[config.mk]
export PLATFORM = sky130hd
export DESIGN_NAME = dram_mode_dec
export DESIGN_NICKNAME = d
export VERILOG_FILES = /design/src/rtl/dram_mode_pkg.sv /design/src/rtl/strobe_edges.sv /design/src/rtl/rfsh_counter.sv /design/src/rtl/lane_ctrl.sv /design/src/rtl/dram_mode_dec.sv
export SDC_FILE = /design/constraint.sdc
export NUM_CORES = 1
export LEC_CHECK = 0
export BUFFER_PORTS_ARGS = -buffer_cell sky130_fd_sc_hd__buf_2
export CAP_MARGIN = 10
export CORE_MARGIN = 2
export CORE_UTILIZATION = 25
export CTS_BUF_LIST = sky130_fd_sc_hd__clkbuf_4 sky130_fd_sc_hd__clkbuf_8 sky130_fd_sc_hd__clkbuf_16
export DETAILED_ROUTE_END_ITERATION = 6
export GPL_TIMING_DRIVEN = 0
export SYNTH_ARGS = -nofsm -noshare
export SYNTH_HDL_FRONTEND = slang
export SYNTH_SLANG_ARGS = --single-unit
[constraint.sdc]
create_clock -name clk -period 1.9 [get_ports clk]
set_input_delay 0.095 -clock clk [delete_from_list [all_inputs] [get_ports clk]]
set_output_delay 0.095 -clock clk [all_outputs]
set_load 0.005 [all_outputs]
[src/rtl/dram_mode_pkg.sv]
package dram_mode_pkg;
    typedef enum logic [2:0] {
        ST_IDLE = 3'd0,
        ST_RW   = 3'd1,
        ST_ROR  = 3'd2,
        ST_CBR  = 3'd3,
        ST_HID  = 3'd4
    } dmode_e;
endpackage

[src/rtl/strobe_edges.sv]
module strobe_edges #(
    parameter int N_LANE = 4
) (
    input  logic              clk,
    input  logic              rst_n,
    input  logic              ras_n,
    input  logic [N_LANE-1:0] cas_n,
    output logic              ras_fall,
    output logic [N_LANE-1:0] cas_fall,
    output logic              cas_hi_prev
);
    logic              ras_q;
    logic [N_LANE-1:0] cas_q;

    always_ff @(posedge clk or negedge rst_n) begin
        if (!rst_n) begin
            ras_q <= 1'b1;
            cas_q <= '1;
        end else begin
            ras_q <= ras_n;
            cas_q <= cas_n;
        end
    end

    assign ras_fall    = ras_q & ~ras_n;
    assign cas_fall    = cas_q & ~cas_n;
    assign cas_hi_prev = &cas_q;
endmodule

[src/rtl/rfsh_counter.sv]
module rfsh_counter #(
    parameter int ROW_W = 12
) (
    input  logic             clk,
    input  logic             rst_n,
    input  logic             bump,
    output logic [ROW_W-1:0] cnt
);
    localparam logic [ROW_W-1:0] ONE = ROW_W'(1);

    always_ff @(posedge clk or negedge rst_n) begin
        if (!rst_n)
            cnt <= '0;
        else if (bump)
            cnt <= cnt + ONE;
    end


    rc_step_chk: assert property (@(posedge clk) disable iff (!rst_n)
        (cnt != $past(cnt)) |-> (cnt == ROW_W'($past(cnt) + ONE)));
endmodule

[src/rtl/lane_ctrl.sv]
module lane_ctrl (
    input  logic clk,
    input  logic rst_n,
    input  logic open_row,
    input  logic cas_fall,
    input  logic we_n,
    input  logic oe_n,
    input  logic release_all,
    output logic wr_en,
    output logic drive,
    output logic dq_oe
);
    always_ff @(posedge clk or negedge rst_n) begin
        if (!rst_n) begin
            drive <= 1'b0;
            wr_en <= 1'b0;
        end else begin
            wr_en <= open_row & cas_fall & ~we_n;
            if (release_all)
                drive <= 1'b0;
            else if (open_row && cas_fall)
                drive <= we_n;
        end
    end

    assign dq_oe = drive & ~oe_n;


    wr_nodrive_chk: assert property (@(posedge clk) disable iff (!rst_n)
        wr_en |-> !drive);
endmodule

[src/rtl/dram_mode_dec.sv]
module dram_mode_dec
    import dram_mode_pkg::*;
#(
    parameter int ROW_W  = 12,
    parameter int N_LANE = 4
) (
    input  logic              clk,
    input  logic              rst_n,
    input  logic              ras_n,
    input  logic [N_LANE-1:0] cas_n,
    input  logic              we_n,
    input  logic              oe_n,
    input  logic [ROW_W-1:0]  addr,
    output logic [2:0]        mode_o,
    output logic              row_act,
    output logic [ROW_W-1:0]  row_sel,
    output logic [ROW_W-1:0]  col_addr,
    output logic [N_LANE-1:0] wr_en,
    output logic [N_LANE-1:0] dq_oe
);
    dmode_e             state, nxt;
    logic               ras_fall, cas_hi_prev;
    logic [N_LANE-1:0]  cas_fall, drive;
    logic [ROW_W-1:0]   cnt, row_q, col_q;
    logic               open_row, release_all, bump;

    strobe_edges #(.N_LANE(N_LANE)) u_edges (
        .clk(clk), .rst_n(rst_n), .ras_n(ras_n), .cas_n(cas_n),
        .ras_fall(ras_fall), .cas_fall(cas_fall), .cas_hi_prev(cas_hi_prev)
    );

    assign bump = (state == ST_CBR || state == ST_HID) && ras_n;

    rfsh_counter #(.ROW_W(ROW_W)) u_ctr (
        .clk(clk), .rst_n(rst_n), .bump(bump), .cnt(cnt)
    );

    assign open_row    = (state == ST_ROR || state == ST_RW) && !ras_n;
    assign release_all = (&cas_n) && (ras_n || ras_fall);

    for (genvar i = 0; i < N_LANE; i++) begin : g_lane
        lane_ctrl u_lane (
            .clk(clk), .rst_n(rst_n), .open_row(open_row),
            .cas_fall(cas_fall[i]), .we_n(we_n), .oe_n(oe_n),
            .release_all(release_all), .wr_en(wr_en[i]),
            .drive(drive[i]), .dq_oe(dq_oe[i])
        );
    end

    always_comb begin
        nxt = state;
        unique case (state)
            ST_IDLE: begin
                if (ras_fall) begin
                    if (&cas_n)      nxt = ST_ROR;
                    else if (|drive) nxt = ST_HID;
                    else             nxt = ST_CBR;
                end
            end
            ST_ROR: begin
                if (ras_n)          nxt = ST_IDLE;
                else if (|cas_fall) nxt = ST_RW;
            end
            ST_RW, ST_CBR, ST_HID: begin
                if (ras_n) nxt = ST_IDLE;
            end
            default: nxt = ST_IDLE;
        endcase
    end

    always_ff @(posedge clk or negedge rst_n) begin
        if (!rst_n) begin
            state <= ST_IDLE;
            row_q <= '0;
            col_q <= '0;
        end else begin
            state <= nxt;
            if (state == ST_IDLE && ras_fall)
                row_q <= (&cas_n) ? addr : cnt;
            if (open_row && cas_hi_prev)
                col_q <= addr;
        end
    end

    always_comb begin
        mode_o   = state;
        row_act  = (state != ST_IDLE);
        row_sel  = row_q;
        col_addr = col_q;
    end


    ror_hiz_chk: assert property (@(posedge clk) disable iff (!rst_n)
        (state == ST_ROR) |-> (dq_oe == '0));

    cbr_quiet_chk: assert property (@(posedge clk) disable iff (!rst_n)
        (state == ST_CBR) |-> (dq_oe == '0 && wr_en == '0));

    hid_keep_chk: assert property (@(posedge clk) disable iff (!rst_n)
        (state == ST_HID) |-> (|drive));

    ras_end_chk: assert property (@(posedge clk) disable iff (!rst_n)
        (state != ST_IDLE && ras_n) |=> (state == ST_IDLE));
endmodule

# Word level (Yosys, flattened, before mapping)
# Cells that the tools add are included.
[word_totals] register_bits=52 out_inout_bits=36
[classes] n_eq_ne=7 addsub=1 mux=16 reduce_logical=25 n_bitwise=18
[op_table] cell="two-way mux 3 bit" count=6
[op_table] cell="AND 1 bit" count=13
[op_table] cell="adder 12 x 1 -> 12 bit, second input constant" count=1
[op_table] cell="two-way mux 12 bit" count=1
[op_table] cell="logical AND 1 bit" count=9
[op_table] cell="case mux 3 bit (3 select lines)" count=1
[op_table] cell="two-way mux 1 bit" count=8
[op_table] cell="AND reduction 4 bit" count=2
[op_table] cell="nonzero test 2 bit" count=4
[op_table] cell="OR reduction 4 bit" count=2
[op_table] cell="== test 3 x 2 -> 1 bit, second input constant" count=2
[op_table] cell="AND 4 bit" count=1
[op_table] cell="inequality test 2 bit, second input constant" count=2
[op_table] cell="NOT 4 bit" count=1
[op_table] cell="== test 3 x 1 -> 1 bit, second input constant" count=1
[op_table] cell="== test 3 bit, second input constant" count=1
[op_table] cell="logical NOT 3 bit" count=1
[op_table] cell="logical OR 1 bit" count=3
[op_table] cell="inequality test 3 x 2 -> 1 bit, second input constant" count=1
[op_table] cell="NOT 1 bit" count=3
[op_table] cell="AND reduction 3 bit" count=1
[op_table] cell="nonzero test 3 bit" count=1
[op_table] cell="OR reduction 3 bit" count=1
[op_table] cell="logical NOT 1 bit" count=1

# Depth between registers and ports, before layout
# Gate-level depths: netlist of run 1.
[depth] word_depth=6 depth_mapped=6

# By module
# A second synthesis of run 1 with hierarchy kept.
[hier_totals] hier_cells=197 hier_area_um2=2357.3
[modules_own_cells] module="dram_mode_dec" seq_area_each_um2=675.6 cells_each=110 instances=1 area_per_inst_um2=1293.7
[modules_own_cells] module="rfsh_counter" seq_area_each_um2=300.3 cells_each=44 instances=1 area_per_inst_um2=541.8
[modules_own_cells] module="lane_ctrl" seq_area_each_um2=50.0 cells_each=8 instances=4 area_per_inst_um2=87.6
[modules_own_cells] module="strobe_edges" seq_area_each_um2=131.4 cells_each=11 instances=1 area_per_inst_um2=171.4

# Least setup slack after synthesis of run 1
# OpenSTA, ideal clock, no wires.
[synth_path] path_kind="reg-to-reg" from="reg state[0], in the netlist mode_o[0]" to="reg u_ctr.cnt[10]" path_slack_ps=182 arrival_time_ps=1595 stages_incl_launch_ff=7 period_less_slack_ps=1718 cell_sequence="dfrtp_1 -> buf_6 -> or3b_1 -> buf_6 -> a2111oi_4 -> nand3_1 -> xnor2_1"
[synth_via] elab_chain_cells=3
[synth_rtl] item="start: declaration" line_no="dram_mode_dec.sv:21" source="dmode_e state, nxt;"
[synth_rtl] item="start signal: assignment" line_no="dram_mode_dec.sv:77" source="state <= nxt;"
[synth_rtl] item="== test 3 x 2 -> 1 bit / == test 3 bit (equally long branches)" line_no="dram_mode_dec.sv:32" source="assign bump = (state == ST_CBR || state == ST_HID) && ras_n;"
[synth_rtl] item="logical OR 1 bit (*)" line_no="dram_mode_dec.sv:32"
[synth_rtl] item="logical AND 1 bit (*)" line_no="dram_mode_dec.sv:32"
[synth_rtl] item="end signal: assignment" line_no="rfsh_counter.sv:15" source="cnt <= cnt + ONE;"
[synth_rtl] item="end: declaration" line_no="rfsh_counter.sv:7" source="output logic [ROW_W-1:0] cnt"
# Mark *: on every way between the ends. The rest lies on a longest branch, timed or not.
# A chain may end at the register's enable or synchronous reset.

# Final worst setup path of run 1
# Same ends and word-level chain as after synthesis.

==> report_table.html, run 1 <==
<table>
<tr><th>Metric</th><th>Value</th></tr>
<tr><th colspan="2">Floorplanning</th></tr>
<tr><td>Placeable core region</td><td>slightly above 9000 sq um</td></tr>
<tr><td># rows</td><td>35</td></tr>
<tr><td>Height of the die</td><td>between 100 and 150 um</td></tr>
<tr><td>Total die area</td><td>slightly above 10,000 sq um</td></tr>
<tr><td>Total I/O pin count</td><td>57</td></tr>
<tr><td>Die width</td><td>between 100 and 150 um</td></tr>
<tr><td>Initial Util</td><td>25.5%</td></tr>
<tr><th colspan="2">Timing</th></tr>
<tr><td>Slew at the pin closest to its max-slew limit</td><td>0.492 ns</td></tr>
<tr><td>Hold Vio Cnt, Final</td><td>0</td></tr>
<tr><td>Fmax</td><td>roughly 550 MHz</td></tr>
<tr><td>Min cycle time layout</td><td>about 1.8 ns</td></tr>
<tr><td>Max-slew headroom at the worst pin</td><td>between 60% and 70%</td></tr>
<tr><td>RSZ-0062 raised after global routing</td><td>yes</td></tr>
<tr><td>Final number of setup-violating endpoints</td><td>0</td></tr>
<tr><td>Final worst setup slack</td><td>approximately 0.070 ns</td></tr>
<tr><td>Setup TNS</td><td>0 ns</td></tr>
<tr><td>Slew Limit Fails</td><td>0</td></tr>
<tr><td>Setup Skew</td><td>~0.0087 ns</td></tr>
<tr><td>Hold WS</td><td>between 0.03 and 0.04 ns</td></tr>
<tr><td>Final period utilization</td><td>between 90 and 100%</td></tr>
<tr><th colspan="2">Critical path</th></tr>
<tr><td>Setup crit start kind</td><td>register</td></tr>
<tr><td>Required time reported for the critical path endpoint</td><td>roughly 2.1 ns</td></tr>
<tr><td>FF-to-FF path depth</td><td>6</td></tr>
<tr><td>Worst reg2reg path endpoint</td><td>u_ctr.cnt[10]</td></tr>
<tr><td>Data arrival time of the critical path</td><td>approximately 2 ns</td></tr>
<tr><td>Worst Setup End Kind</td><td>register</td></tr>
<tr><td>Reg2Reg Launch Point</td><td>mode_o[0]</td></tr>
<tr><td>Register-to-register setup slack</td><td>approximately 0.070 ns</td></tr>
<tr><td>Crit-path max FO</td><td>5</td></tr>
<tr><td>Critical setup path kind</td><td>reg -&gt; reg</td></tr>
<tr><th colspan="2">Logic synthesis</th></tr>
<tr><td>Largest cells by area after synthesis</td><td>dfrtp_1 (50%), dfstp_2 (5.6%), mux2i_1 (5.1%)</td></tr>
<tr><td>Summed instance area of the synthesized netlist</td><td>approximately 2300 sq um</td></tr>
<tr><td>Area share of the largest cell type after synthesis</td><td>between 50% and 60%</td></tr>
<tr><td>Warnings, synthesis</td><td>0</td></tr>
<tr><td>Synthesized Nets</td><td>223</td></tr>
<tr><td>Count of distinct cell types in the synthesized netlist</td><td>38</td></tr>
<tr><td>Cells after synthesis</td><td>around 200</td></tr>
<tr><td>Largest area contributor in the synthesized netlist</td><td>dfrtp_1</td></tr>
<tr><td>Sequential fraction of the synthesis area</td><td>between 50% and 60%</td></tr>
<tr><td>Mapped Avg Cell Area</td><td>roughly 12 sq um</td></tr>
<tr><td>Count of state elements after synthesis</td><td>52</td></tr>
<tr><th colspan="2">Power</th></tr>
<tr><td>Power per Cell Area</td><td>~1200 nW/um^2</td></tr>
<tr><td>VDD IR max</td><td>0.488 mV</td></tr>
<tr><td>Total leakage power</td><td>approximately 1.5 nW</td></tr>
<tr><td>Power, Total</td><td>3.45 mW</td></tr>
<tr><th colspan="2">Finish</th></tr>
<tr><td>Number of fill cells in the layout</td><td>between 900 and 1,000</td></tr>
<tr><td>FF+latch area</td><td>between 1000 and 1500 sq um</td></tr>
<tr><td>Layout cell share with drive strength beyond 1</td><td>between 30% and 40%</td></tr>
<tr><td>Commonest cells after routing, fill and taps aside</td><td>buf_2 (58), dfrtp_1 (46), nand2_1 (16), o21ai_0 (13), buf_4 (13)</td></tr>
<tr><td>Final instance count without filler cells</td><td>slightly below 400</td></tr>
<tr><td>Total area of multi-input combinational cells</td><td>between 900 and 1000 sq um</td></tr>
<tr><td>Layout net count</td><td>just under 300</td></tr>
<tr><td>Signed area change from the synthesized netlist to the final layout</td><td>27.5%</td></tr>
<tr><td>Number of antenna cells inserted</td><td>0</td></tr>
<tr><td>Most common cell after layout, fill and taps aside</td><td>buf_2</td></tr>
<tr><th colspan="2">Placed design</th></tr>
<tr><td>Detail Placement HPWL</td><td>about 3900 um</td></tr>
<tr><td>Number of input and output port buffers inserted</td><td>56</td></tr>
<tr><td>Pre-CTS WS</td><td>-0.0758 ns</td></tr>
<tr><td>Placed Cells</td><td>between 300 and 400</td></tr>
<tr><td>Placer Congestion</td><td>~0.83</td></tr>
<tr><th colspan="2">Drt</th></tr>
<tr><td>DRT iter0 DRCs</td><td>126</td></tr>
<tr><td>Via count</td><td>between 1,500 and 2,000</td></tr>
<tr><td>Total detailed-routing wirelength</td><td>around 5400 um</td></tr>
<tr><td>Final routed wire length divided by cell count</td><td>13.9 um</td></tr>
<tr><td>First-pass DRT Iterations</td><td>4</td></tr>
<tr><td>Vias per inst</td><td>4.55</td></tr>
<tr><td>Antenna violation net count after detailed routing</td><td>0</td></tr>
<tr><td>Detailed-route DRC error count</td><td>0</td></tr>
<tr><th colspan="2">Global route</th></tr>
<tr><td>Global-route wire length before repair</td><td>8580 um</td></tr>
<tr><td>GRT Util Overall</td><td>roughly 11%</td></tr>
<tr><td>Vias in the first global route</td><td>around 1,700</td></tr>
<tr><td>Antenna violations before repair</td><td>0</td></tr>
<tr><td>Maximum number of pins on one net before global-route repair</td><td>53</td></tr>
<tr><td>Overflow after GRT</td><td>0</td></tr>
<tr><th colspan="2">CTS</th></tr>
<tr><td>Clock tree from TritonCTS</td><td>yes</td></tr>
<tr><td>Clock slew at the register clock pins of the worst setup and hold paths</td><td>~0.10 ns</td></tr>
<tr><td>H-Tree Depth</td><td>2</td></tr>
<tr><td>Number of clock sinks</td><td>52</td></tr>
<tr><td>Maximum clock insertion buffer count</td><td>2</td></tr>
<tr><td>Clock buffers created by TritonCTS</td><td>5</td></tr>
<tr><td>Source-to-sink clock delay at the later pin of the worst-skew pair</td><td>approximately 0.30 ns</td></tr>
<tr><td>CTS root buf</td><td>clkbuf_8</td></tr>
<tr><th colspan="2">Worst hold path</th></tr>
<tr><td>Min-Delay Path Class</td><td>in -&gt; reg</td></tr>
<tr><td>Terminating pin of the worst hold path</td><td>col_addr[5]</td></tr>
<tr><td>Worst hold stages</td><td>2</td></tr>
<tr><td>Launch instance of the worst min-delay path</td><td>addr[5]</td></tr>
<tr><th colspan="2">Job</th></tr>
<tr><td>Number of maximum-capacitance violations</td><td>0</td></tr>
<tr><th colspan="2">Run status</th></tr>
<tr><td>Run status</td><td>complete, no violations</td></tr>
</table>
-- Yosys cell counts --
| master | number |
|---|---|
| buf_4 | 8 |
| a22o_1 | 1 |
| a2111oi_0 | 1 |
| o41ai_1 | 1 |
| nand3_1 | 7 |
| nand2b_1 | 1 |
| mux2_1 | 2 |
| mux2_2 | 10 |
| dfrtp_1 | 47 |
| inv_1 | 4 |
| xor2_1 | 4 |
| o21ai_0 | 13 |
| a31o_2 | 1 |
| nor2b_1 | 8 |
| dfstp_2 | 5 |
| o22ai_1 | 1 |
| nor3_1 | 4 |
| buf_2 | 3 |
| nand4_1 | 4 |
| or2b_1 | 1 |
| mux2i_1 | 12 |
| or3_2 | 1 |
| nand2_1 | 16 |
| buf_6 | 2 |
| clkbuf_1 | 3 |
| and3_1 | 4 |
| a311oi_1 | 1 |
| nand3b_1 | 1 |
| and2_1 | 2 |
| a2111oi_4 | 1 |
| xnor2_1 | 8 |
| nor2_1 | 6 |
| ha_1 | 1 |
| or3b_1 | 1 |
| o32ai_1 | 2 |
| nor4_1 | 2 |
| nor3b_1 | 4 |
| a21oi_1 | 8 |
-- timing repair --
item | CTS | global route
endpoints found under the hold margin | 7 | 12
gates cloned | 0 | 0
gates resized for setup | 2 | 5
pin swaps | 0 | 2
setup buffers | 0 | 4
setup endpoints to repair | 10 | 23
hold buffers | 6 | 1
-- through the flow --
step	utilization (%)	cell area (sq um)
3_3_place_gp	30.1	2750
2_1_floorplan	-	2330
3_5_place_dp	30.1	2750
6_report	32.5	2980
4_1_cts	31.8	2910
5_1_grt	32.5	2980
-- state kept, by name, indices dropped and copies added (netlist names) --
register and cells:
col_addr 12, row_sel 12, u_ctr.cnt 12, g_lane.u_lane.drive 4, g_lane.u_lane.wr_en 4, u_edges.cas_q 4
mode_o 3, u_edges.ras_q 1
-- worst max-delay path, cell delays in order (launching register included) --
cell and delay (ns):
dfrtp_1 0.40, buf_6 0.13, or3b_1 0.35, buf_6 0.14, a2111oi_4 0.39, nand3_1 0.16
xnor2_1 0.15
-- power by group --
part	internal (mW)	switching, mW
combinational	0.616	0.562
sequential	1.40	0.216
clock	0.292	0.363
-- how the worst max path moves through the flow --
stage	start	slack, ns	end	cells past startpoint
floorplan	mode_o[0]	0.18	u_ctr.cnt[10]	6
detailed placement	mode_o[2]	-0.08	col_addr[6]	5
global placement	mode_o[0]	-0.03	col_addr[3]	6
global route	mode_o[0]	-0.02	u_ctr.cnt[8]	6
finish	mode_o[0]	0.07	u_ctr.cnt[10]	6
CTS	mode_o[0]	0.04	u_ctr.cnt[10]	6
-- cell type report --
class | count | share of cell area [%]
flip-flops and latches | 52 | 44.0
multi-input cells | 129 | 30.5
repair buffers | 68 | 13.5
well taps | 111 | 4.67
plain buffers | 16 | 3.78
clock buffers | 6 | 2.77
inverters | 4 | 0.504
clock inverters | 2 | 0.336
-- metal layers --
metal | part of all wire [%] | up-vias | global-route usage [%]
li1 | - | 848 | -
met1 | 48 | 864 | 14.9
met2 | 46 | 52 | 16.9
met3 | 5.5 | 3 | 2.84
met4 | 0.22 | 0 | 2.00
met5 | 0 | - | 0
-- logic make-up (layout without fill, tap and decap cells) --
logic type | Yosys count | in the layout | share of synthesized area, %
buffers and inverters | 20 | 96 | 5.31
muxes | 24 | 24 | 10.9
and+or+nand+nor | 62 | 62 | 14.1
adders and majority gates | 1 | 1 | 0.536
DFF | 52 | 52 | 56.0
AOI/OAI and AO/OA | 30 | 30 | 8.58
xor gates and xnor gates | 12 | 12 | 4.50
Note: power is estimated with default switching activity, not from simulation.
==> run 2, diff against run 1 <==
Settings changed: CORE_MARGIN 2 to not set.
==> run 2 against run 1 <==
  * Power increased by 3.1%
  * Critical endpoint is now u_ctr.cnt[8]
  * Die area decreased by 3.9%
  * Clock-buffer cell count decreased by 1
  * Largest cell class unchanged
==> report_table.html, run 2 (synthesis gave the netlist of run 1 again) <==
<table>
<tr><th>Metric</th><th>Value</th></tr>
<tr><th colspan="2">Run status</th></tr>
<tr><td>Run status</td><td>complete, no violations (unchanged)</td></tr>
<tr><th colspan="2">Power</th></tr>
<tr><td>VDD IR max</td><td>0.511 mV (was 0.488 mV)</td></tr>
<tr><td>Power, Total</td><td>3.56 mW (was 3.45 mW)</td></tr>
<tr><td>Power per Cell Area</td><td>1190 nW/um^2 (was 1160 nW/um^2)</td></tr>
<tr><td>Total leakage power</td><td>1.54 nW (was 1.53 nW)</td></tr>
<tr><th colspan="2">Global route</th></tr>
<tr><td>Antenna violations before repair</td><td>0 (unchanged)</td></tr>
<tr><td>Global-route wire length before repair</td><td>8820 um (was 8580 um)</td></tr>
<tr><td>Maximum number of pins on one net before global-route repair</td><td>53 (unchanged)</td></tr>
<tr><td>Overflow after GRT</td><td>0 (unchanged)</td></tr>
<tr><td>Vias in the first global route</td><td>1,698 (was 1,732)</td></tr>
<tr><td>GRT Util Overall</td><td>11.6% (was 10.7%)</td></tr>
<tr><th colspan="2">Placed design</th></tr>
<tr><td>Placer Congestion</td><td>0.791 (was 0.832)</td></tr>
<tr><td>Detail Placement HPWL</td><td>3780 um (was 3940 um)</td></tr>
<tr><td>Pre-CTS WS</td><td>-0.106 ns (was -0.0758 ns)</td></tr>
<tr><td>Placed Cells</td><td>365 (was 368)</td></tr>
<tr><td>Number of input and output port buffers inserted</td><td>56 (unchanged)</td></tr>
<tr><td>Post-placement cell area</td><td>2750 sq um (about the same)</td></tr>
<tr><th colspan="2">Finish</th></tr>
<tr><td>Final instance count without filler cells</td><td>383 (was 388)</td></tr>
<tr><td>Most common cell after layout, fill and taps aside</td><td>buf_2 (unchanged)</td></tr>
<tr><td>Number of antenna cells inserted</td><td>0 (unchanged)</td></tr>
<tr><td>Number of fill cells in the layout</td><td>905 (was 936)</td></tr>
<tr><td>Layout net count</td><td>296 (was 298)</td></tr>
<tr><td>Total area of multi-input combinational cells</td><td>913 sq um (was 908 sq um)</td></tr>
<tr><td>Post-route cell area</td><td>2990 sq um (was 2980 sq um)</td></tr>
<tr><td>Signed area change from the synthesized netlist to the final layout</td><td>28.1% (was 27.5%)</td></tr>
<tr><td>Final core area utilization</td><td>33.6% (was 32.5%)</td></tr>
<tr><td>Layout cell share with drive strength beyond 1</td><td>37.8% (was 37.5%)</td></tr>
<tr><td>Commonest cells after routing, fill and taps aside</td><td>buf_2 (58), dfrtp_1 (46), nand2_1 (16), o21ai_0 (13), mux2i_1 (12) (was buf_2 (58), dfrtp_1 (46), nand2_1 (16), o21ai_0 (13), buf_4 (13))</td></tr>
<tr><td>FF+latch area</td><td>1310 sq um (unchanged)</td></tr>
<tr><th colspan="2">Timing</th></tr>
<tr><td>RSZ-0062 raised after global routing</td><td>yes (unchanged)</td></tr>
<tr><td>Setup TNS</td><td>0 ns (unchanged)</td></tr>
<tr><td>Slew at the pin closest to its max-slew limit</td><td>0.456 ns (was 0.492 ns)</td></tr>
<tr><td>Final number of setup-violating endpoints</td><td>0 (unchanged)</td></tr>
<tr><td>Setup Skew</td><td>0.00954 ns (was 0.00868 ns)</td></tr>
<tr><td>Hold WS</td><td>0.0167 ns (was 0.0338 ns)</td></tr>
<tr><td>Slew Limit Fails</td><td>0 (unchanged)</td></tr>
<tr><td>Hold Vio Cnt, Final</td><td>0 (unchanged)</td></tr>
<tr><td>Min cycle time layout</td><td>1.79 ns (was 1.83 ns)</td></tr>
<tr><td>Final period utilization</td><td>94.3% (was 96.3%)</td></tr>
<tr><td>Fmax</td><td>558 MHz (was 546 MHz)</td></tr>
<tr><td>Max-slew headroom at the worst pin</td><td>69.2% (was 66.8%)</td></tr>
<tr><td>Final worst setup slack</td><td>0.109 ns (was 0.0700 ns)</td></tr>
<tr><th colspan="2">Critical path</th></tr>
<tr><td>Crit-path max FO</td><td>9 (was 5)</td></tr>
<tr><td>Reg2Reg Launch Point</td><td>mode_o[0] (unchanged)</td></tr>
<tr><td>End of the critical path</td><td>u_ctr.cnt[8] (was u_ctr.cnt[10])</td></tr>
<tr><td>Critical setup path kind</td><td>reg -&gt; reg (unchanged)</td></tr>
<tr><td>Most used cell, CP</td><td>buf_6 (unchanged)</td></tr>
<tr><td>Register-to-register setup slack</td><td>0.11 ns (was 0.07 ns)</td></tr>
<tr><td>CP bufs+invs</td><td>2 (unchanged)</td></tr>
<tr><td>Worst reg2reg path endpoint</td><td>u_ctr.cnt[8] (was u_ctr.cnt[10])</td></tr>
<tr><td>Data arrival time of the critical path</td><td>1.99 ns (was 2.02 ns)</td></tr>
<tr><td>Required time reported for the critical path endpoint</td><td>2.10 ns (was 2.09 ns)</td></tr>
<tr><td>Critical path startpoint</td><td>mode_o[0] (unchanged)</td></tr>
<tr><td>Setup crit start kind</td><td>register (unchanged)</td></tr>
<tr><td>Largest stage delay on the critical path</td><td>0.40 ns (about the same)</td></tr>
<tr><td>Top delay family on crit path</td><td>simple AND/OR/NAND/NOR gates (unchanged)</td></tr>
<tr><td>Instance count on the critical path</td><td>6 (unchanged)</td></tr>
<tr><td>FF-to-FF path depth</td><td>6 (unchanged)</td></tr>
<tr><td>CP max stage cell</td><td>dfrtp_1 (unchanged)</td></tr>
<tr><td>Ordered list of cells on the worst path</td><td>buf_6, or3b_1, buf_6, a2111oi_4, nand3_1, xnor2_1 (unchanged)</td></tr>
<tr><td>Worst Setup End Kind</td><td>register (unchanged)</td></tr>
<tr><th colspan="2">Drt</th></tr>
<tr><td>Vias per inst</td><td>4.47 (was 4.55)</td></tr>
<tr><td>DRT iter0 DRCs</td><td>58 (was 126)</td></tr>
<tr><td>Detailed-route DRC error count</td><td>0 (unchanged)</td></tr>
<tr><td>Antenna violation net count after detailed routing</td><td>0 (unchanged)</td></tr>
<tr><td>Total detailed-routing wirelength</td><td>5340 um (was 5410 um)</td></tr>
<tr><td>Via count</td><td>1,713 (was 1,767)</td></tr>
<tr><td>Final routed wire length divided by cell count</td><td>13.9 um (about the same)</td></tr>
<tr><td>First-pass DRT Iterations</td><td>4 (unchanged)</td></tr>
<tr><th colspan="2">Floorplanning</th></tr>
<tr><td>Initial Util</td><td>26.3% (was 25.5%)</td></tr>
<tr><td># rows</td><td>34 (was 35)</td></tr>
<tr><td>Placeable core region</td><td>8890 sq um (was 9150 sq um)</td></tr>
<tr><td>Height of the die</td><td>98.6 um (was 101 um)</td></tr>
<tr><td>Total I/O pin count</td><td>57 (unchanged)</td></tr>
<tr><td>Die width</td><td>98.6 um (was 101 um)</td></tr>
<tr><td>Total die area</td><td>9730 sq um (was 10,100 sq um)</td></tr>
<tr><th colspan="2">CTS</th></tr>
<tr><td>Clock buffers created by TritonCTS</td><td>5 (unchanged)</td></tr>
<tr><td>Source-to-sink clock delay at the later pin of the worst-skew pair</td><td>0.31 ns (was 0.30 ns)</td></tr>
<tr><td>Number of clock sinks</td><td>52 (unchanged)</td></tr>
<tr><td>Clock tree from TritonCTS</td><td>yes (unchanged)</td></tr>
<tr><td>H-Tree Depth</td><td>2 (unchanged)</td></tr>
<tr><td>CTS root buf</td><td>clkbuf_8 (unchanged)</td></tr>
<tr><td>Clock slew at the register clock pins of the worst setup and hold paths</td><td>0.10 ns (about the same)</td></tr>
<tr><td>Maximum clock insertion buffer count</td><td>2 (unchanged)</td></tr>
<tr><th colspan="2">Job</th></tr>
<tr><td>Number of maximum-capacitance violations</td><td>0 (unchanged)</td></tr>
<tr><th colspan="2">Worst hold path</th></tr>
<tr><td>Min-Delay Path Class</td><td>in -&gt; reg (unchanged)</td></tr>
</table>
-- run 2: changes by cell type in the layout (fill, tap and decap cells not counted), sizes merged --
cell | previous run | this run
buf | 75 | 72
bufinv | 0 | 1
clkinv | 2 | 0
clkinvlp | 0 | 1
inv | 4 | 5
-- run 2: power by group --
group	internal, mW	switching [mW]	total [mW]	leakage, nW
clock	0.397	0.387	0.785	0.0548
combinational	0.595	0.564	1.16	0.801
sequential	1.40	0.215	1.62	0.681
-- run 2: cell type report --
class                   count  share of cell area (%)
plain buffers              16                    3.97
clock buffers               5                    2.30
clock inverters             3                    1.55
inverters                   4                   0.502
multi-input cells         129                    30.5
flip-flops and latches     52                    43.7
well taps                 108                    4.52
repair buffers             66                    12.9
-- run 2: worst reg2reg max path: cells and delay by family, from the launching register on --
family	cells	cell delay, ns
buf+inv	2	0.29
xor+xnor	1	0.14
flops	1	0.40
simple gates	2	0.50
compound gates	1	0.35
-- run 2: worst min-delay path by stage --
stage / start / end / slack (ns) / depth (start not counted)
finish: addr[5] / col_addr[5] / 0.02 / 2
global route: addr[5] / col_addr[5] / 0.02 / 2
CTS: addr[5] / col_addr[5] / 0.01 / 2
detailed placement: ras_n / u_edges.ras_q / 0.22 / 1
global placement: ras_n / u_edges.ras_q / 0.22 / 1
floorplan: rst_n / col_addr[0] / -0.20 / 0
-- run 2: layer usage --
layer / wire length [um] / global-route usage, % / up-vias
li1: - / - / 843
met1: 2580 / 16.3 / 820
met2: 2510 / 18.3 / 47
met3: 210 / 2.34 / 3
met4: 37 / 2.76 / 0
met5: 0 / 0 / -
-- run 2: timing repair --
item | CTS | global route
setup endpoints to repair | 10 | 25
hold buffers | 6 | 1
endpoints found under the hold margin | 9 | 11
gates resized for setup | 2 | 10
pin swaps | 0 | 1
buffers inserted | 0 | 2
==> run 3, diff against run 2 <==
Settings changed: ABC_AREA set to 1.
==> run 3 against run 2 <==
  * Utilization down 1.5 points
  * First-iteration DRC count up 120%
  * Clock power decreased by 17%
  * Largest cell class unchanged
  * Synthesized area up 8.3%
  * Die area is 8.1% higher
  * Non-clock buffer count fell by 2
==> report_table.html, run 3 <==
<table>
<tr><th>Metric</th><th>Value</th></tr>
<tr><th colspan="2">Worst hold path</th></tr>
<tr><td>Min-Delay Path Class</td><td>in -&gt; reg (unchanged)</td></tr>
<tr><td>Worst hold stages</td><td>3 (was 2)</td></tr>
<tr><td>Terminating pin of the worst hold path</td><td>col_addr[2] (was col_addr[5])</td></tr>
<tr><td>Launch instance of the worst min-delay path</td><td>addr[2] (was addr[5])</td></tr>
<tr><th colspan="2">Finish</th></tr>
<tr><td>Number of antenna cells inserted</td><td>0 (unchanged)</td></tr>
<tr><td>Most common cell after layout, fill and taps aside</td><td>nand2_1 (was buf_2)</td></tr>
<tr><td>Signed area change from the synthesized netlist to the final layout</td><td>24.3% (was 28.1%)</td></tr>
<tr><td>Layout cell share with drive strength beyond 1</td><td>22.4% (was 37.8%)</td></tr>
<tr><td>Commonest cells after routing, fill and taps aside</td><td>nand2_1 (107), buf_2 (59), dfrtp_1 (47), nor2_1 (35), inv_1 (32) (was buf_2 (58), dfrtp_1 (46), nand2_1 (16), o21ai_0 (13), mux2i_1 (12))</td></tr>
<tr><td>Layout net count</td><td>413 (was 296)</td></tr>
<tr><td>Post-route cell area</td><td>3140 sq um (was 2990 sq um)</td></tr>
<tr><th colspan="2">Global route</th></tr>
<tr><td>Maximum number of pins on one net before global-route repair</td><td>53 (unchanged)</td></tr>
<tr><td>Global-route layer with the greatest usage</td><td>met2 (unchanged)</td></tr>
<tr><td>Global-route wire length before repair</td><td>9690 um (was 8820 um)</td></tr>
<tr><td>GR Util met1</td><td>14.9% (was 16.3%)</td></tr>
<tr><td>Overflow after GRT</td><td>0 (unchanged)</td></tr>
<tr><td>Met2 capacity usage during global routing</td><td>20.2% (was 18.3%)</td></tr>
<tr><td>Met3 track utilization from global routing</td><td>1.08% (was 2.34%)</td></tr>
<tr><td>Antenna violations before repair</td><td>0 (unchanged)</td></tr>
<tr><td>GRT Util Overall</td><td>11.5% (was 11.6%)</td></tr>
<tr><td>Vias in the first global route</td><td>2,129 (was 1,698)</td></tr>
<tr><th colspan="2">Logic synthesis</th></tr>
<tr><td>Area share of the largest cell type after synthesis</td><td>46.5% (was 50.4%)</td></tr>
<tr><td>Most frequent cell after synthesis</td><td>nand2_1 (was dfrtp_1)</td></tr>
<tr><td>Compound-Gate Fraction of Synth Area</td><td>5.74% (was 8.57%)</td></tr>
<tr><td>Sequential fraction of the synthesis area</td><td>51.7% (was 56.0%)</td></tr>
<tr><td>Warnings, synthesis</td><td>0 (unchanged)</td></tr>
<tr><td>Simple-gate portion of the synthesized area</td><td>30.4% (was 14.1%)</td></tr>
<tr><td>Area share of fa/ha/maj cells after synthesis</td><td>0.495% (was 0.536%)</td></tr>
<tr><td>Fraction of synthesis flops using an asynchronous set or reset pin</td><td>100% (unchanged)</td></tr>
<tr><td>Count of distinct cell types in the synthesized netlist</td><td>23 (was 38)</td></tr>
<tr><td>Dominant synthesized flop cell</td><td>dfrtp_1 (unchanged)</td></tr>
<tr><td>XOR/XNOR Fraction of Synth Area</td><td>2.08% (was 4.50%)</td></tr>
<tr><td>Largest family of logic cells by synthesized area</td><td>simple AND/OR/NAND/NOR gates (unchanged)</td></tr>
<tr><td>Largest cells by area after synthesis</td><td>dfrtp_1 (47%), nand2_1 (16%), dfstp_2 (5.2%) (was dfrtp_1 (50%), dfstp_2 (5.6%), mux2i_1 (5.1%))</td></tr>
<tr><td>Mux cell area share after synthesis</td><td>0% (was 10.9%)</td></tr>
<tr><td>Mapped Avg Cell Area</td><td>7.85 sq um (was 11.6 sq um)</td></tr>
<tr><td>Summed instance area of the synthesized netlist</td><td>2530 sq um (was 2330 sq um)</td></tr>
<tr><td>Largest area contributor in the synthesized netlist</td><td>dfrtp_1 (unchanged)</td></tr>
<tr><td>Count of state elements after synthesis</td><td>52 (unchanged)</td></tr>
<tr><td>Synthesized Nets</td><td>344 (was 223)</td></tr>
<tr><td>Cells after synthesis</td><td>322 (was 201)</td></tr>
<tr><td>Most frequent cells after synthesis</td><td>nand2_1 (107), dfrtp_1 (47), nor2_1 (35), inv_1 (32), nand3_1 (23) (was dfrtp_1 (47), nand2_1 (16), o21ai_0 (13), mux2i_1 (12), mux2_2 (10))</td></tr>
<tr><td>Count of flip-flops with a built-in enable after synthesis</td><td>0 (unchanged)</td></tr>
<tr><th colspan="2">Timing</th></tr>
<tr><td>Slew at the pin closest to its max-slew limit</td><td>0.507 ns (was 0.456 ns)</td></tr>
<tr><td>Fmax</td><td>685 MHz (was 558 MHz)</td></tr>
<tr><td>Final period utilization</td><td>76.8% (was 94.3%)</td></tr>
<tr><td>Setup TNS</td><td>0 ns (unchanged)</td></tr>
<tr><td>Hold Vio Cnt, Final</td><td>0 (unchanged)</td></tr>
<tr><td>Min cycle time layout</td><td>1.46 ns (was 1.79 ns)</td></tr>
<tr><td>Final number of setup-violating endpoints</td><td>0 (unchanged)</td></tr>
<tr><td>Slew Limit Fails</td><td>0 (unchanged)</td></tr>
<tr><td>Max-slew headroom at the worst pin</td><td>66.0% (was 69.2%)</td></tr>
<tr><td>RSZ-0062 raised after global routing</td><td>no (was yes)</td></tr>
<tr><td>Setup Skew</td><td>0.00948 ns (was 0.00954 ns)</td></tr>
<tr><th colspan="2">CTS</th></tr>
<tr><td>Clock slew at the register clock pins of the worst setup and hold paths</td><td>0.10 ns (about the same)</td></tr>
<tr><td>Clock tree from TritonCTS</td><td>yes (unchanged)</td></tr>
<tr><td>Source-to-sink clock delay at the later pin of the worst-skew pair</td><td>0.31 ns (about the same)</td></tr>
<tr><td>Hold-fix buffers, CTS</td><td>5 (was 6)</td></tr>
<tr><td>H-Tree Depth</td><td>2 (unchanged)</td></tr>
<tr><td>Post-CTS Setup Bufs</td><td>0 (unchanged)</td></tr>
<tr><td>Post-CTS resize count</td><td>0 (was 2)</td></tr>
<tr><td>CTS root buf</td><td>clkbuf_8 (unchanged)</td></tr>
<tr><td>Maximum clock insertion buffer count</td><td>2 (unchanged)</td></tr>
<tr><td>Number of clock sinks</td><td>52 (unchanged)</td></tr>
<tr><td>Clock buffers created by TritonCTS</td><td>5 (unchanged)</td></tr>
<tr><th colspan="2">Placed design</th></tr>
<tr><td>Post-placement cell area</td><td>2970 sq um (was 2750 sq um)</td></tr>
<tr><td>Placer Congestion</td><td>0.811 (was 0.791)</td></tr>
<tr><td>Number of input and output port buffers inserted</td><td>55 (was 56)</td></tr>
<tr><td>Detail Placement HPWL</td><td>4400 um (was 3780 um)</td></tr>
<tr><th colspan="2">Floorplanning</th></tr>
<tr><td>Die width</td><td>103 um (was 98.6 um)</td></tr>
<tr><td>Placeable core region</td><td>9770 sq um (was 8890 sq um)</td></tr>
<tr><td>Initial Util</td><td>25.9% (was 26.3%)</td></tr>
<tr><td>Total I/O pin count</td><td>57 (unchanged)</td></tr>
<tr><td># rows</td><td>36 (was 34)</td></tr>
<tr><td>Total die area</td><td>10,500 sq um (was 9730 sq um)</td></tr>
<tr><td>Height of the die</td><td>103 um (was 98.6 um)</td></tr>
<tr><th colspan="2">Drt</th></tr>
<tr><td>Vias per inst</td><td>4.22 (was 4.47)</td></tr>
<tr><td>Via count</td><td>2,218 (was 1,713)</td></tr>
<tr><td>DRT iter0 DRCs</td><td>125 (was 58)</td></tr>
<tr><td>Total detailed-routing wirelength</td><td>5780 um (was 5340 um)</td></tr>
<tr><td>Detailed-route DRC error count</td><td>0 (unchanged)</td></tr>
<tr><td>Final routed wire length divided by cell count</td><td>11.0 um (was 13.9 um)</td></tr>
<tr><td>First-pass DRT Iterations</td><td>4 (unchanged)</td></tr>
<tr><td>Antenna violation net count after detailed routing</td><td>0 (unchanged)</td></tr>
<tr><th colspan="2">Power</th></tr>
<tr><td>Power per Cell Area</td><td>1110 nW/um^2 (was 1190 nW/um^2)</td></tr>
<tr><td>VDD IR max</td><td>0.377 mV (was 0.511 mV)</td></tr>
<tr><td>Total leakage power</td><td>1.69 nW (was 1.54 nW)</td></tr>
<tr><th colspan="2">Run status</th></tr>
<tr><td>Run status</td><td>complete, no violations (unchanged)</td></tr>
<tr><th colspan="2">Job</th></tr>
<tr><td>Number of maximum-capacitance violations</td><td>0 (unchanged)</td></tr>
<tr><th colspan="2">Critical path</th></tr>
<tr><td>Setup crit start kind</td><td>register (unchanged)</td></tr>
<tr><td>Register-to-register setup slack</td><td>0.44 ns (was 0.11 ns)</td></tr>
<tr><td>Crit-path max FO</td><td>10 (was 9)</td></tr>
<tr><td>Worst reg2reg path endpoint</td><td>row_sel[2] (was u_ctr.cnt[8])</td></tr>
<tr><td>Worst Setup End Kind</td><td>register (unchanged)</td></tr>
<tr><td>Reg2Reg Launch Point</td><td>mode_o[0] (unchanged)</td></tr>
<tr><td>Data arrival time of the critical path</td><td>1.65 ns (was 1.99 ns)</td></tr>
<tr><td>Required time reported for the critical path endpoint</td><td>2.10 ns (about the same)</td></tr>
<tr><td>Critical setup path kind</td><td>reg -&gt; reg (unchanged)</td></tr>
<tr><td>FF-to-FF path depth</td><td>7 (was 6)</td></tr>
</table>
run 3: cells by family (layout without fill, tap and decap cells):
family          after synthesis  in the layout
simple gates                183            183
flops                        52             52
buf+inv                      51            121
compound gates               29             29
xor+xnor                      6              6
fa+ha+maj                     1              1
run 3: worst max-delay path by stage:
stage                     startpoint           end  slack, ns
floorplan                  mode_o[0]   row_sel[10]       0.62
global placement           mode_o[0]    row_sel[8]       0.46
detailed placement  u_edges.cas_q[3]  col_addr[10]       0.42
CTS                 u_edges.cas_q[3]  col_addr[10]       0.40
global route                cas_n[1]    row_sel[6]       0.25
finish                     mode_o[0]    row_sel[2]       0.44
run 3: power breakdown:
part	switching (mW)	leakage (nW)	internal, mW
combinational	0.686	0.977	0.508
clock	0.377	0.0448	0.277
sequential	0.219	0.665	1.41
total	1.28	1.69	2.20
run 3: cell type report:
cell class / count / area [sq um]
Inverter: 33 / 124
Clock buffer: 6 / 76.3
Clock inverter: 2 / 16.3
Timing Repair Buffer: 62 / 355
Buffer: 18 / 118
Multi-Input combinational cell: 219 / 978
Sequential cell: 52 / 1310
Fill cell: 1049 / 6630
Tap cell: 133 / 166
run 3: stage by stage:
stage | std cells | setup slack (ns) | hold slack, ns | utilization [%] | total power, mW
floorplan | 322 | 0.618 | -0.201 | - | 2.36
global placement | 510 | 0.458 | 0.233 | 30.4 | 2.82
detailed placement | 510 | 0.420 | 0.236 | 30.4 | 2.85
CTS | 523 | 0.404 | 0.0285 | 31.8 | 3.52
global route | 525 | 0.254 | 0.0415 | 32.1 | 3.78
finish | 525 | 0.441 | 0.0342 | 32.1 | 3.48
run 3: routing by layer:
layer | vias up | share of wire (%)
li1 | 1143 | -
met1 | 1031 | 47
met2 | 39 | 49
met3 | 5 | 3.0
met4 | 0 | 1.1
met5 | - | 0
run 3: worst max-delay path: stages, from the launching register on:
cell	delay (ns)
dfrtp_1	0.46
nor2_1	0.22
nand2_2	0.12
nor2_4	0.16
inv_2	0.07
buf_2	0.19
nand2_1	0.08
o21ai_1	0.06
